`config.mk`:
```
export PLATFORM = sky130hd
export DESIGN_NAME = tri_pulse_qual
export DESIGN_NICKNAME = d
export VERILOG_FILES = /design/src/rtl/tpq_pkg.sv /design/src/rtl/tpq_sync.sv /design/src/rtl/tpq_decode.sv /design/src/rtl/tpq_timer.sv /design/src/rtl/tri_pulse_qual.sv
export SDC_FILE = /design/constraint.sdc
export NUM_CORES = 1
export LEC_CHECK = 0
export BUFFER_PORTS_ARGS = -buffer_cell sky130_fd_sc_hd__buf_2
export CAP_MARGIN = 20
export CORE_MARGIN = 5
export CORE_UTILIZATION = 50
export CTS_BUF_LIST = sky130_fd_sc_hd__clkbuf_16
export CTS_CLUSTER_SIZE = 25
export DETAILED_ROUTE_END_ITERATION = 12
export PLACE_DENSITY = 0.72
export SLEW_MARGIN = 30
export SYNTH_ARGS = -nofsm -noshare
export SYNTH_HDL_FRONTEND = slang
export SYNTH_SLANG_ARGS = --single-unit
```
`constraint.sdc`:
```
create_clock -name clk_i -period 4.48 [get_ports clk_i]
set_input_delay 1.344 -clock clk_i [delete_from_list [all_inputs] [get_ports clk_i]]
set_output_delay 1.344 -clock clk_i [all_outputs]
set_load 0.02 [all_outputs]
```
`src/rtl/tpq_pkg.sv`:
```
package tpq_pkg;
  typedef enum logic [1:0] {LV_MID, LV_HI, LV_LO} lvl_e;
  typedef enum logic [1:0] {ST_GAP, ST_READY, ST_PULSE} st_e;
endpackage

```
`src/rtl/tpq_sync.sv`:
```
module tpq_sync #(
  parameter int W = 2
) (
  input  logic         clk_i,
  input  logic         rst_ni,
  input  logic [W-1:0] d_i,
  output logic [W-1:0] q_o
);
  for (genvar i = 0; i < W; i++) begin : g_bit
    logic s1_q, s2_q;
    always_ff @(posedge clk_i or negedge rst_ni) begin
      if (!rst_ni) begin
        s1_q <= 1'b0;
        s2_q <= 1'b0;
      end else begin
        s1_q <= d_i[i];
        s2_q <= s1_q;
      end
    end
    assign q_o[i] = s2_q;
  end
endmodule

```
`src/rtl/tpq_decode.sv`:
```
module tpq_decode
  import tpq_pkg::*;
(
  input  logic hi_i,
  input  logic lo_i,
  output lvl_e lvl_o
);
  // conflicting flags fall back to idle
  always_comb begin
    unique case ({hi_i, lo_i})
      2'b10:   lvl_o = LV_HI;
      2'b01:   lvl_o = LV_LO;
      default: lvl_o = LV_MID;
    endcase
  end
endmodule

```
`src/rtl/tpq_timer.sv`:
```
module tpq_timer #(
  parameter int CYC_PER_US = 100,
  parameter int LIMIT_US   = 100,
  parameter int US_W       = $clog2(LIMIT_US + 1)
) (
  input  logic            clk_i,
  input  logic            rst_ni,
  input  logic            clr_i,
  input  logic            run_i,
  output logic [US_W-1:0] us_o
);
  localparam int PRE_W = $clog2(CYC_PER_US + 1);
  localparam logic [PRE_W-1:0] PRE_LAST = PRE_W'(CYC_PER_US - 1);
  localparam logic [US_W-1:0]  US_MAX   = US_W'(LIMIT_US);

  logic [PRE_W-1:0] pre_q;
  logic [US_W-1:0]  us_q;

  always_ff @(posedge clk_i or negedge rst_ni) begin
    if (!rst_ni) begin
      pre_q <= '0;
      us_q  <= '0;
    end else if (clr_i) begin
      pre_q <= '0;
      us_q  <= '0;
    end else if (run_i && us_q != US_MAX) begin
      if (pre_q == PRE_LAST) begin
        pre_q <= '0;
        us_q  <= us_q + 1'b1;
      end else begin
        pre_q <= pre_q + 1'b1;
      end
    end
  end

  assign us_o = us_q;
endmodule

```
`src/rtl/tri_pulse_qual.sv`:
```
module tri_pulse_qual
  import tpq_pkg::*;
#(
  parameter int CYC_PER_US = 100,
  parameter int ACCEPT_US  = 100,
  parameter int GAP_US     = 10
) (
  input  logic clk_i,
  input  logic rst_ni,
  input  logic en_i,
  input  logic lvl_hi_i,
  input  logic lvl_lo_i,
  output logic up_o,
  output logic dn_o
);
  localparam int US_W = $clog2(ACCEPT_US + 1);
  localparam logic [US_W-1:0] ACC_T = US_W'(ACCEPT_US);
  localparam logic [US_W-1:0] GAP_T = US_W'(GAP_US);

  logic [1:0]      flg_s;
  lvl_e            lvl;
  logic            at_mid;
  st_e             st_q, st_d;
  lvl_e            dir_q, dir_d;
  logic            first_q, first_d;
  logic            up_d, dn_d;
  logic            tmr_clr, tmr_run;
  logic [US_W-1:0] us;

  tpq_sync #(.W(2)) u_sync (
    .clk_i (clk_i),
    .rst_ni(rst_ni),
    .d_i   ({lvl_hi_i, lvl_lo_i}),
    .q_o   (flg_s)
  );

  tpq_decode u_dec (
    .hi_i (flg_s[1]),
    .lo_i (flg_s[0]),
    .lvl_o(lvl)
  );

  tpq_timer #(
    .CYC_PER_US(CYC_PER_US),
    .LIMIT_US  (ACCEPT_US),
    .US_W      (US_W)
  ) u_tmr (
    .clk_i (clk_i),
    .rst_ni(rst_ni),
    .clr_i (tmr_clr),
    .run_i (tmr_run),
    .us_o  (us)
  );

  assign at_mid = (lvl == LV_MID);

  always_comb begin
    st_d    = st_q;
    dir_d   = dir_q;
    first_d = first_q;
    up_d    = 1'b0;
    dn_d    = 1'b0;
    tmr_clr = 1'b0;
    tmr_run = 1'b0;
    if (!en_i) begin
      st_d    = ST_GAP;
      tmr_clr = 1'b1;
    end else begin
      unique case (st_q)
        ST_GAP: begin
          if (!at_mid)          tmr_clr = 1'b1;
          else if (us >= GAP_T) st_d    = ST_READY;
          else                  tmr_run = 1'b1;
        end
        ST_READY: begin
          if (!at_mid) begin
            st_d    = ST_PULSE;
            dir_d   = lvl;
            tmr_clr = 1'b1;
          end
        end
        ST_PULSE: begin
          if (lvl == dir_q) begin
            tmr_run = 1'b1;
          end else begin
            st_d    = ST_GAP;
            tmr_clr = 1'b1;
            if (at_mid && us >= ACC_T) begin
              if (first_q) begin
                first_d = 1'b0;
              end else begin
                up_d = (dir_q == LV_LO);
                dn_d = (dir_q == LV_HI);
              end
            end
          end
        end
        default: begin
          st_d    = ST_GAP;
          tmr_clr = 1'b1;
        end
      endcase
    end
  end

  always_ff @(posedge clk_i or negedge rst_ni) begin
    if (!rst_ni) begin
      st_q    <= ST_GAP;
      dir_q   <= LV_MID;
      first_q <= 1'b1;
      up_o    <= 1'b0;
      dn_o    <= 1'b0;
    end else begin
      st_q    <= st_d;
      dir_q   <= dir_d;
      first_q <= first_d;
      up_o    <= up_d;
      dn_o    <= dn_d;
    end
  end
endmodule

```
==> results.md <==
Logic synthesis:
- The number of enable-type register cells in the synthesized netlist is 0.
- The predominant post-synthesis flop cell is dfrtp_1.
- The largest total area in the synthesized netlist belongs to dfrtp_1.
- The synthesized design contains 25 register bits.
- Summing every instance area after synthesis gives around 1500 um^2.
- After synthesis, the cell types taking the most area are dfrtp_1 39%, mux2i_1 5.2%, nand2_1 4.4%.
- The mean cell area of the mapped netlist is 11.13 um^2.
- The number of different library cells used by synthesis comes to 47.
- The top cell type's share of synthesized area is between 30% and 40%.
- In the synthesized netlist, the number of instances is between 100 and 150.
- The share of the yosys chip area belonging to registers is 40.80%.
- The async set-or-reset flop fraction in the synthesized netlist is 100.0%.
- When the netlist entered floorplanning its net count stood at about 150.
- The Yosys step of the flow raised 0 warnings.

Pwr:
- Dividing total power by cell area gives a power density of between 200 and 300 nW/um^2.
- The total power of the final layout is 463.3 uW.
- The analysis attributes to cell leakage a power of roughly 0.66 nW.
- The largest vdd supply drop is around 0.16 mV.

Placed design:
- The final HPWL from detailed placement is ~2000 um.
- OpenSTA, run right after detailed placement, puts the worst setup slack at around 1900 ps.
- The routability congestion estimate is around 0.85.
- The total instance count after detailed placement is ~170.
- The count of buffers added on input and output ports is 6.
- In this run the cell area measured after placement is around 1600 um^2.

Timing:
- The final worst-path setup slack is approximately 2200 ps.
- The count of final hold-check violations is 0.
- The clock skew after layout is about 1.8 ps.
- Setup repair after global routing left no endpoint under its margin.
- The tightest slew margin relative to the limit is between 60% and 70%.
- The measured slew at the worst slew-check pin is about 560 ps.
- The max-slew violation count is 0.
- Setup violations remaining at the end of the flow were counted as 0.
- The final worst-path cycle share is roughly 52%.
- The minimum clock period after layout is between 2000 and 2500 ps.
- In the final timing run, aggregate negative setup slack is 0 ps.
- Static timing analysis puts the maximum clock frequency at 430.3 MHz.
- The final hold slack is 358.4 ps.

Setup path:
- The number of buffer and inverter stages on the critical path is 3.
- The startpoint type of the worst setup path is an input port.
- The slowest cell on the critical path is o41ai_2.
- The highest cell delay on the worst timing path is roughly 320 ps.
- Traced cell by cell, the critical path runs through buf_2 > inv_1 > o41ai_2 > buf_4 > or2b_1 > mux2i_1.
- The kind of end point of the critical path is a register.
- The arrival time at the worst endpoint is around 2500 ps.
- The endpoint required time on the critical path is 4660 ps.
- Of all nets on the critical path, the largest fanout is 23.
- The critical path in this run is classified as in -> reg.
- The cell type group with the largest total delay on the critical path is buffers and inverters.

Detailed routing:
- Dividing the detail-routed via count by the number of cells gives 6.129.
- After detailed routing, the average wire length per cell comes to approximately 16 um.
- The number of nets with antenna violations after detailed routing is 0.
- For this run, design rule violations remaining after detail routing come to 0.
- Detailed routing inserted a total of 1,091 vias.
- After the first detailed-routing iteration, the DRC count stood at 31.
- The routed design has about 2800 um of wire.
- Before antenna repair, the detailed router went through 4 iterations.

Job:
- The max-capacitance violation count is 0.

Final layout:
- The top cell types in the final layout, fill and taps aside, are 24 x dfrtp_1, 18 x nand2_1, 10 x inv_1, 8 x mux2i_1, 6 x buf_2.
- Leaving out filler cells and counting taps, the final layout contains 178.
- The fill cell total of the finished layout is ~270.
- The commonest non-fill, non-tap cell in the layout is dfrtp_1.
- The proportion of layout cells with a drive suffix above 1 is 24.14%.
- The post-synthesis to final-layout area growth is 8.062%.
- The number of antenna diodes in the final layout is 0.
- The finished layout cell area is 1660 um^2.
- For this run, the share of the core covered by cells in the final layout is 55.29%.
- The final layout contains around 160 nets.

Global routing:
- The number of antenna violations at the first check in global routing is 0.
- The via count of the first global-routing pass was 1,097.
- In the global route stage, overall resource usage came out at between 10% and 20%.
- The global-route wire length before repair is 5099 um.
- The pin count of the biggest net entering global routing is 26.
- For this run the aggregate overflow at the end of global routing stands at 0.

Status:
- The flow ran to the end, and the final reports show no timing, DRC or antenna violations.

Hold path:
- The worst hold path belongs to the class reg -> reg.

CTS:
- Post-CTS timing repair inserted 0 buffers for setup.
- The number of buffers on the longest clock path is 2.
- In this run, post-CTS hold repair placed 0 buffers.
- The number of instances resized during post-cts repair is 0.
- The post-CTS clock slew at the launch and capture registers of the worst setup and hold paths is about 60 ps.
- The number of clock buffers added by TritonCTS is 3.
- TritonCTS built the clock tree.
- The total clock sinks is 25.
- The total number of H-tree levels is 1.
- The clock latency reported for the late side of the worst-skew pair is 260 ps.
- The library cell used as clock root buffer is clkbuf_16.

Floorplan:
- The die is about 65 um tall.
- The die area is around 4300 um^2.
- The standard-cell row count is 20.
- Once the floorplan was initialized, standard cells occupied between 50% and 60% of the core.
- Measured along the x axis, the die boundary spans 65.44 um.
- The core region is 3003 um^2.
- Pin placement for this block handled 7 I/O pins.
[layout make-up]
class	instances	area (um^2)	area share [%]
tap	33	41.29	2.487
clock buffer	3	75.07	4.521
timing repair buffer	7	37.54	2.261
sequential	25	626.9	37.75
multi-input combinational	99	837.1	50.41
clock inverter	1	5.005	0.3014
inverter	10	37.54	2.261
[state kept, by name, indices dropped and copies added (netlist names)]
signal / flops
u_tmr.pre_q: 7
u_tmr.us_o: 7
dir_q: 2
st_q: 2
u_sync.g_bit.s1_q: 2
u_sync.g_bit.s2_q: 2
dn_o: 1
first_q: 1
up_o: 1
[where the power goes]
group          internal (mW)  switching (mW)
clock                  0.120          0.0779
sequential             0.229         0.00168
combinational         0.0105          0.0242
[layer usage]
layer | share of wire, % | vias to the layer above | track usage, %
li1 | - | 523 | -
met3 | 3.4 | 7 | 3.590
met1 | 45 | 548 | 20.59
met5 | 0 | - | 0
met4 | 2.1 | 0 | 7.254
met2 | 50 | 13 | 23.64
[kinds of logic (layout without fill, tap and decap cells)]
| logic type | Yosys count | in the layout | synth area share (%) |
|---|---|---|---|
| compound gates | 29 | 29 | 20.11 |
| flops | 25 | 25 | 40.80 |
| simple gates | 53 | 53 | 21.99 |
| buf+inv | 14 | 21 | 4.723 |
| fa+ha+maj | 5 | 5 | 4.072 |
| mux | 10 | 10 | 6.678 |
| xor+xnor | 2 | 2 | 1.629 |
[synthesized netlist by cell type (2+ instances only)]
cell type and count:
a2111oi_2 4, nor2_1 3, a21oi_1 3, buf_6 2, inv_1 10, nor3_1 2
ha_1 5, and3_1 3, o21ai_0 3, nand3_2 2, nand2_1 18, mux2_2 2
mux2i_1 8, nor4b_1 2, a211oi_2 4, a211oi_1 5, dfrtp_1 24, nand2b_1 5
or2b_1 2, nand3_1 4
[final timing paths]
kind | from | to | slack, ps | depth (start not counted)
min in group asynchronous | rst_ni | dn_o | 1070 | 1
worst min register to register | u_sync.g_bit[1].s1_q | u_sync.g_bit[1].s2_q | 360 | 0
max in group asynchronous | rst_ni | u_tmr.us_o[3] | 3040 | 1
worst max register to register | u_tmr.us_o[1] | u_tmr.us_o[2] | 2250 | 5
worst min-delay path | u_sync.g_bit[1].s1_q | u_sync.g_bit[1].s2_q | 360 | 0
worst max-delay path | en_i | u_tmr.us_o[1] | 2160 | 6
Note: power is estimated with default switching activity, not from simulation.
